### config.mk
export PLATFORM = sky130hd
export DESIGN_NAME = synth_cfg_port
export DESIGN_NICKNAME = d
export VERILOG_FILES = /design/src/rtl/cfg_pkg.sv /design/src/rtl/cfg_edge_det.sv /design/src/rtl/cfg_shift_reg.sv /design/src/rtl/cfg_latch.sv /design/src/rtl/synth_cfg_port.sv
export SDC_FILE = /design/constraint.sdc
export NUM_CORES = 1
export LEC_CHECK = 0
export ABC_CLOCK_PERIOD_IN_PS = 2200
export BUFFER_PORTS_ARGS = -buffer_cell sky130_fd_sc_hd__buf_2
export CAP_MARGIN = 25
export CORE_MARGIN = 3
export CORE_UTILIZATION = 48
export DETAILED_ROUTE_END_ITERATION = 8
export PLACE_DENSITY = 0.79
export SKIP_LAST_GASP = 1
export SLEW_MARGIN = 40
export SYNTH_ARGS = -nofsm -noshare
export SYNTH_HDL_FRONTEND = slang
export SYNTH_SLANG_ARGS = --single-unit
### constraint.sdc
create_clock -name clk -period 2.2 [get_ports clk]
set_clock_uncertainty 0.1 [all_clocks]
set_input_delay 0.33 -clock clk [delete_from_list [all_inputs] [get_ports clk]]
set_output_delay 0.33 -clock clk [all_outputs]
set_load 0.005 [all_outputs]
### src/rtl/cfg_pkg.sv
package cfg_pkg;

    localparam int M_W    = 7;
    localparam int N_W    = 2;
    localparam int T_W    = 3;
    localparam int SR_W   = T_W + N_W + M_W;
    localparam int DIV_W  = 2 ** N_W;

    // strobe vector layout and the edge each bit is watched for (1 = rise)
    localparam int STROBES  = 3;
    localparam int IDX_SCLK = 0;
    localparam int IDX_SLD  = 1;
    localparam int IDX_PLD  = 2;
    localparam logic [STROBES-1:0] STROBE_POL = 3'b101;

    // packed order matches the serial word: first bit shifted lands in t[T_W-1]
    typedef struct packed {
        logic [T_W-1:0] t;
        logic [N_W-1:0] n;
        logic [M_W-1:0] m;
    } cfg_t;

    typedef enum logic [1:0] {
        SRC_HOLD,
        SRC_PAR,
        SRC_SER
    } src_e;

    localparam cfg_t CFG_RESET = '{t: '0, n: '0, m: '1};

    function automatic logic [DIV_W-1:0] div_ratio(input logic [N_W-1:0] code);
        return DIV_W'(1) << code;
    endfunction

endpackage

### src/rtl/cfg_edge_det.sv
module cfg_edge_det #(
    parameter int            W   = 3,
    parameter logic [W-1:0]  POL = '1
) (
    input  logic         clk,
    input  logic         rst,
    input  logic [W-1:0] sig_i,
    output logic [W-1:0] edge_o
);

    logic [W-1:0] prev_q;

    always_ff @(posedge clk) begin
        if (rst) prev_q <= '0;
        else     prev_q <= sig_i;
    end

    for (genvar i = 0; i < W; i++) begin : g_bit
        if (POL[i]) begin : g_rise
            assign edge_o[i] = sig_i[i] & ~prev_q[i];
        end else begin : g_fall
            assign edge_o[i] = ~sig_i[i] & prev_q[i];
        end
    end

endmodule

### src/rtl/cfg_shift_reg.sv
module cfg_shift_reg #(
    parameter int W = 12
) (
    input  logic         clk,
    input  logic         rst,
    input  logic         shift_en_i,
    input  logic         bit_i,
    output logic [W-1:0] word_o
);

    always_ff @(posedge clk) begin
        if (rst)             word_o <= '0;
        else if (shift_en_i) word_o <= {word_o[W-2:0], bit_i};
    end

    AST_SHIFT_IDLE: assert property (@(posedge clk) disable iff (rst)
        !shift_en_i |=> $stable(word_o));

    AST_SHIFT_NEWBIT: assert property (@(posedge clk) disable iff (rst)
        shift_en_i |=> (word_o[0] == $past(bit_i)));

endmodule

### src/rtl/cfg_latch.sv
module cfg_latch
    import cfg_pkg::*;
(
    input  logic            clk,
    input  logic            rst,
    input  logic [M_W-1:0]  par_m_i,
    input  logic [N_W-1:0]  par_n_i,
    input  logic            pld_level_i,
    input  logic            pld_rise_i,
    input  logic            sld_fall_i,
    input  logic [SR_W-1:0] sr_word_i,
    output cfg_t            cfg_q
);

    src_e src;

    always_comb begin
        if (!pld_level_i || pld_rise_i) src = SRC_PAR;
        else if (sld_fall_i)            src = SRC_SER;
        else                            src = SRC_HOLD;
    end

    always_ff @(posedge clk) begin
        if (rst) begin
            cfg_q <= CFG_RESET;
        end else begin
            case (src)
                SRC_PAR: begin
                    cfg_q.m <= par_m_i;
                    cfg_q.n <= par_n_i;
                end
                SRC_SER: cfg_q <= cfg_t'(sr_word_i);
                default: cfg_q <= cfg_q;
            endcase
        end
    end

    AST_PAR_FOLLOW: assert property (@(posedge clk) disable iff (rst)
        !pld_level_i |=> (cfg_q.m == $past(par_m_i) && cfg_q.n == $past(par_n_i)));

    AST_PAR_CAPTURE: assert property (@(posedge clk) disable iff (rst)
        pld_rise_i |=> (cfg_q.m == $past(par_m_i) && cfg_q.n == $past(par_n_i)));

    AST_PAR_WINS: assert property (@(posedge clk) disable iff (rst)
        (pld_rise_i && sld_fall_i) |=> $stable(cfg_q.t));

    AST_T_KEEP: assert property (@(posedge clk) disable iff (rst)
        !pld_level_i |=> $stable(cfg_q.t));

    AST_SER_COMMIT: assert property (@(posedge clk) disable iff (rst)
        (pld_level_i && !pld_rise_i && sld_fall_i) |=> (cfg_q == cfg_t'($past(sr_word_i))));

endmodule

### src/rtl/synth_cfg_port.sv
module synth_cfg_port
    import cfg_pkg::*;
(
    input  logic             clk,
    input  logic             rst,
    input  logic             ser_clk_i,
    input  logic             ser_data_i,
    input  logic             ser_load_i,
    input  logic             par_load_i,
    input  logic [M_W-1:0]   par_m_i,
    input  logic [N_W-1:0]   par_n_i,
    output logic [M_W-1:0]   m_o,
    output logic [N_W-1:0]   n_o,
    output logic [T_W-1:0]   t_o,
    output logic [DIV_W-1:0] div_ratio_o
);

    logic [STROBES-1:0] strobes;
    logic [STROBES-1:0] edges;
    logic [SR_W-1:0]    sr_word;
    cfg_t               cfg_q;

    assign strobes[IDX_SCLK] = ser_clk_i;
    assign strobes[IDX_SLD]  = ser_load_i;
    assign strobes[IDX_PLD]  = par_load_i;

    cfg_edge_det #(
        .W   (STROBES),
        .POL (STROBE_POL)
    ) u_edge (
        .clk    (clk),
        .rst    (rst),
        .sig_i  (strobes),
        .edge_o (edges)
    );

    cfg_shift_reg #(
        .W (SR_W)
    ) u_shift (
        .clk        (clk),
        .rst        (rst),
        .shift_en_i (edges[IDX_SCLK]),
        .bit_i      (ser_data_i),
        .word_o     (sr_word)
    );

    cfg_latch u_latch (
        .clk         (clk),
        .rst         (rst),
        .par_m_i     (par_m_i),
        .par_n_i     (par_n_i),
        .pld_level_i (par_load_i),
        .pld_rise_i  (edges[IDX_PLD]),
        .sld_fall_i  (edges[IDX_SLD]),
        .sr_word_i   (sr_word),
        .cfg_q       (cfg_q)
    );

    assign m_o         = cfg_q.m;
    assign n_o         = cfg_q.n;
    assign t_o         = cfg_q.t;
    assign div_ratio_o = div_ratio(cfg_q.n);

    AST_HOLD_NO_LOAD: assert property (@(posedge clk) disable iff (rst)
        (par_load_i && !edges[IDX_PLD] && !edges[IDX_SLD])
            |=> ($stable(m_o) && $stable(n_o) && $stable(t_o)));

    AST_DIV_ONEHOT: assert property (@(posedge clk) disable iff (rst)
        1'b1 |=> $onehot(div_ratio_o));

endmodule

==> impl_metrics.csv <==
group,metric,value,unit
outcome,status,"finished clean",
routing,vias_per_cell,5.03,
sta,fmax,0.642,GHz
cells_and_area,fin_cells,171,
cts,path_clk_slew,140,ps
critical_path,setup.worst_path.start,"u_edge.prev_q[2]$_SDFF_PP0_",
sta,maxSlewHeadroom,65.3,%
routing,firstDrtPassIters,4,
power,combPwrFrac,10.5,%
die,start_util,52.0,%
critical_path,r2r-start,"u_edge.prev_q[2]$_SDFF_PP0_",
critical_path,crit_type,"reg -> reg",
power,p_sw,0.191,mW
cts,clk_path_buf_depth,2,
power,ir_drop,0.370,mV
sta,hold_viol_final,0,
synthesis,ys_ff_latch,27,
cells_and_area,num_antenna_cells,0,
routing,via_count,860,
critical_path,reg2regPathDepth,3,
routing,post_drt_wl_per_cell,11.7,um
cts,cts.repair.resized,0,
place,hpwlAfterDp,1.42,mm
global_routing,grt_max_degree,29,
cells_and_area,drive_gt1_share,25.0,%
synthesis,synth_nets,132,
routing,drc_errors,0,
sta,setup_viol,0,
global_routing,gr-total-overflow,0,
place,port_buffers,30,
sta,drv_slew,0,
sta,timing.setup.tns,0,ps
synthesis,synth.avg_cell_area,8.98,um^2
synthesis,synth-seq-area-share,51.4,%
die,coreArea,2020,um^2
synthesis,synth.distinct_cells,16,
place,place_inst,167,
place,gp_congestion,0.765,
sta,tightest_slew,520,ps
critical_path,cp_max_fo,12,
cts,clk_latency,310,ps
synthesis,yosys_warnings,0,
sta,fin_crit,1560,ps
global_routing,grt_antenna_before_repair,0,
cts,numCtsBuffers,3,
power,clockPowerShare,25.5,%
critical_path,r2r_slack,640,ps
die,die_width,52.8,um
critical_path,cp-end-kind,"flip-flop",
cts,cts_max_level,1,
global_routing,grt_pass1_vias,728,
cells_and_area,syn2layout_area_growth,15.8,%
die,num_rows,16,
cts,cts.sinks,27,
synthesis,syn_inst,117,
sta,grt_setup_unrepaired,"no",
critical_path,worst_ep_required_time,2300,ps
worst_hold_path,whs_path_depth,2,
cells_and_area,layout.nets,160,
power,p_leak,0.560,nW
synthesis,syn-cell-area,1050,um^2
global_routing,grt_pass1_wl,3.18,mm
worst_hold_path,min-delay-path-class,"in -> reg",
global_routing,grt_usage,15.9,%
die,io_pins,31,
critical_path,startpoint_type,"flip-flop",
power,switching_share,23.7,%
power,powerDensity,660,nW/um^2
die,die_h,52.8,um
routing,initialDrtViolationCount,12,
cts,clock-root-buffer,"clkbuf_4",
power,p_int,0.613,mW
die,dieArea,2790,um^2
routing,routed_wl,2.00,mm
cts,hold_buffers,0,
sta,fin_crit_sh,70.8,%
critical_path,worstPathArrival,1650,ps
cts,postCtsSetupBuffers,0,
critical_path,r2r_end,"u_latch.cfg_q[2]$_SDFFE_PP1P_",
flow_run,drv_cap,0,
routing,antenna_left,0,
cts,cts_tree,"yes",
critical_path,setup.worst_path.end,"u_latch.cfg_q[2]$_SDFFE_PP1P_",
power,seqPwrFrac,64.1,%
## power groups by stage
stage               combinational [mW]  sequential, mW  clock (mW)
floorplan                       0.0524           0.525           0
global placement                0.0828           0.525           0
detailed placement              0.0845           0.526           0
CTS                             0.0851           0.515       0.211
global route                    0.0949           0.517       0.233
finish                          0.0842           0.515       0.205
## cell usage in the layout, fill, tap and decap left out
| cell | netlist | final |
|---|---|---|
| nand4b_1 | 1 | 1 |
| clkbuf_4 | 0 | 3 |
| nand2b_2 | 1 | 1 |
| nor2_1 | 6 | 6 |
| nand2b_1 | 1 | 1 |
| nor3_1 | 7 | 7 |
| buf_2 | 5 | 30 |
| mux2i_1 | 12 | 12 |
| a211oi_1 | 2 | 2 |
| a21oi_1 | 19 | 19 |
| and2_1 | 2 | 2 |
| clkinv_2 | 0 | 1 |
| buf_4 | 0 | 1 |
| dfxtp_1 | 27 | 27 |
| nand2_1 | 24 | 24 |
| nor2b_1 | 7 | 7 |
## sequential cells by signal (all words and copies together) (netlist names)
| signal | flops |
|---|---|
| u_shift.word_o | 12 |
| u_latch.cfg_q | 12 |
| u_edge.prev_q | 3 |
## metrics by stage
stage | cell area (um^2) | util (%) | setup slack, ps | total power [mW] | hold slack (ps)
3_5_place_dp | 1190 | 58.8 | 565 | 0.610 | 352
2_1_floorplan | 1050 | - | 1060 | 0.578 | 336
3_3_place_gp | 1190 | 58.8 | 661 | 0.608 | 345
6_report | 1220 | 60.2 | 642 | 0.804 | 137
5_1_grt | 1220 | 60.2 | 532 | 0.845 | 118
4_1_cts | 1220 | 60.2 | 663 | 0.811 | 131
## synth_stat cells, drive strengths merged
cell | number | area, um^2
nand4b | 1 | 8.76
mux2i | 12 | 120
buf | 7 | 48.8
a21oi | 19 | 95.1
clkbuf | 1 | 3.75
nor3 | 7 | 35.0
and2 | 2 | 12.5
dfxtp | 27 | 541
nand2 | 24 | 90.1
nor2b | 7 | 43.8
nor2 | 6 | 22.5
nand2b | 2 | 15.0
a211oi | 2 | 15.0
## critical path, cell delays in order, from the launching register on
cell	delay [ps]
dfxtp_1	350
and2_1	360
nor2b_1	500
a21oi_1	130
## per-layer routing
metal | GRT usage, % | routed length [um] | up-vias
met1 | 20.5 | 936 | 384
met3 | 2.85 | 131 | 5
met5 | 0 | 0 | -
met2 | 24.6 | 887 | 26
met4 | 8.94 | 40 | 0
li1 | - | - | 445
## logic make-up after synthesis
family                 count (synthesis)  share of synthesized area [%]
AO/OA/AOI/OAI                         21                           10.5
AND/OR/NAND/NOR                       49                           21.7
multiplexers                          12                           11.4
buffers and inverters                  8                           5.00
flip-flops                            27                           51.4
## worst min path at each step
stage,from,to
after detailed placement,u_shift.word_o[11]$_SDFFE_PP0P_,u_shift.word_o[11]$_SDFFE_PP0P_
after global routing,ser_data_i,u_shift.word_o[0]$_SDFFE_PP0P_
after CTS,ser_load_i,u_edge.prev_q[1]$_SDFF_PP0_
after floorplan,u_shift.word_o[11]$_SDFFE_PP0P_,u_shift.word_o[11]$_SDFFE_PP0P_
final,ser_load_i,u_edge.prev_q[1]$_SDFF_PP0_
after global placement,u_shift.word_o[11]$_SDFFE_PP0P_,u_shift.word_o[11]$_SDFFE_PP0P_
## area by class of cell
cell class | count | area, um^2
multi-input combinational | 82 | 458
fill | 191 | 805
tap | 27 | 33.8
clock buffer | 3 | 22.5
timing repair buffer | 31 | 158
sequential | 27 | 541
clock inverter | 1 | 5.00
No activity file was read; power rests on OpenSTA's default activity.
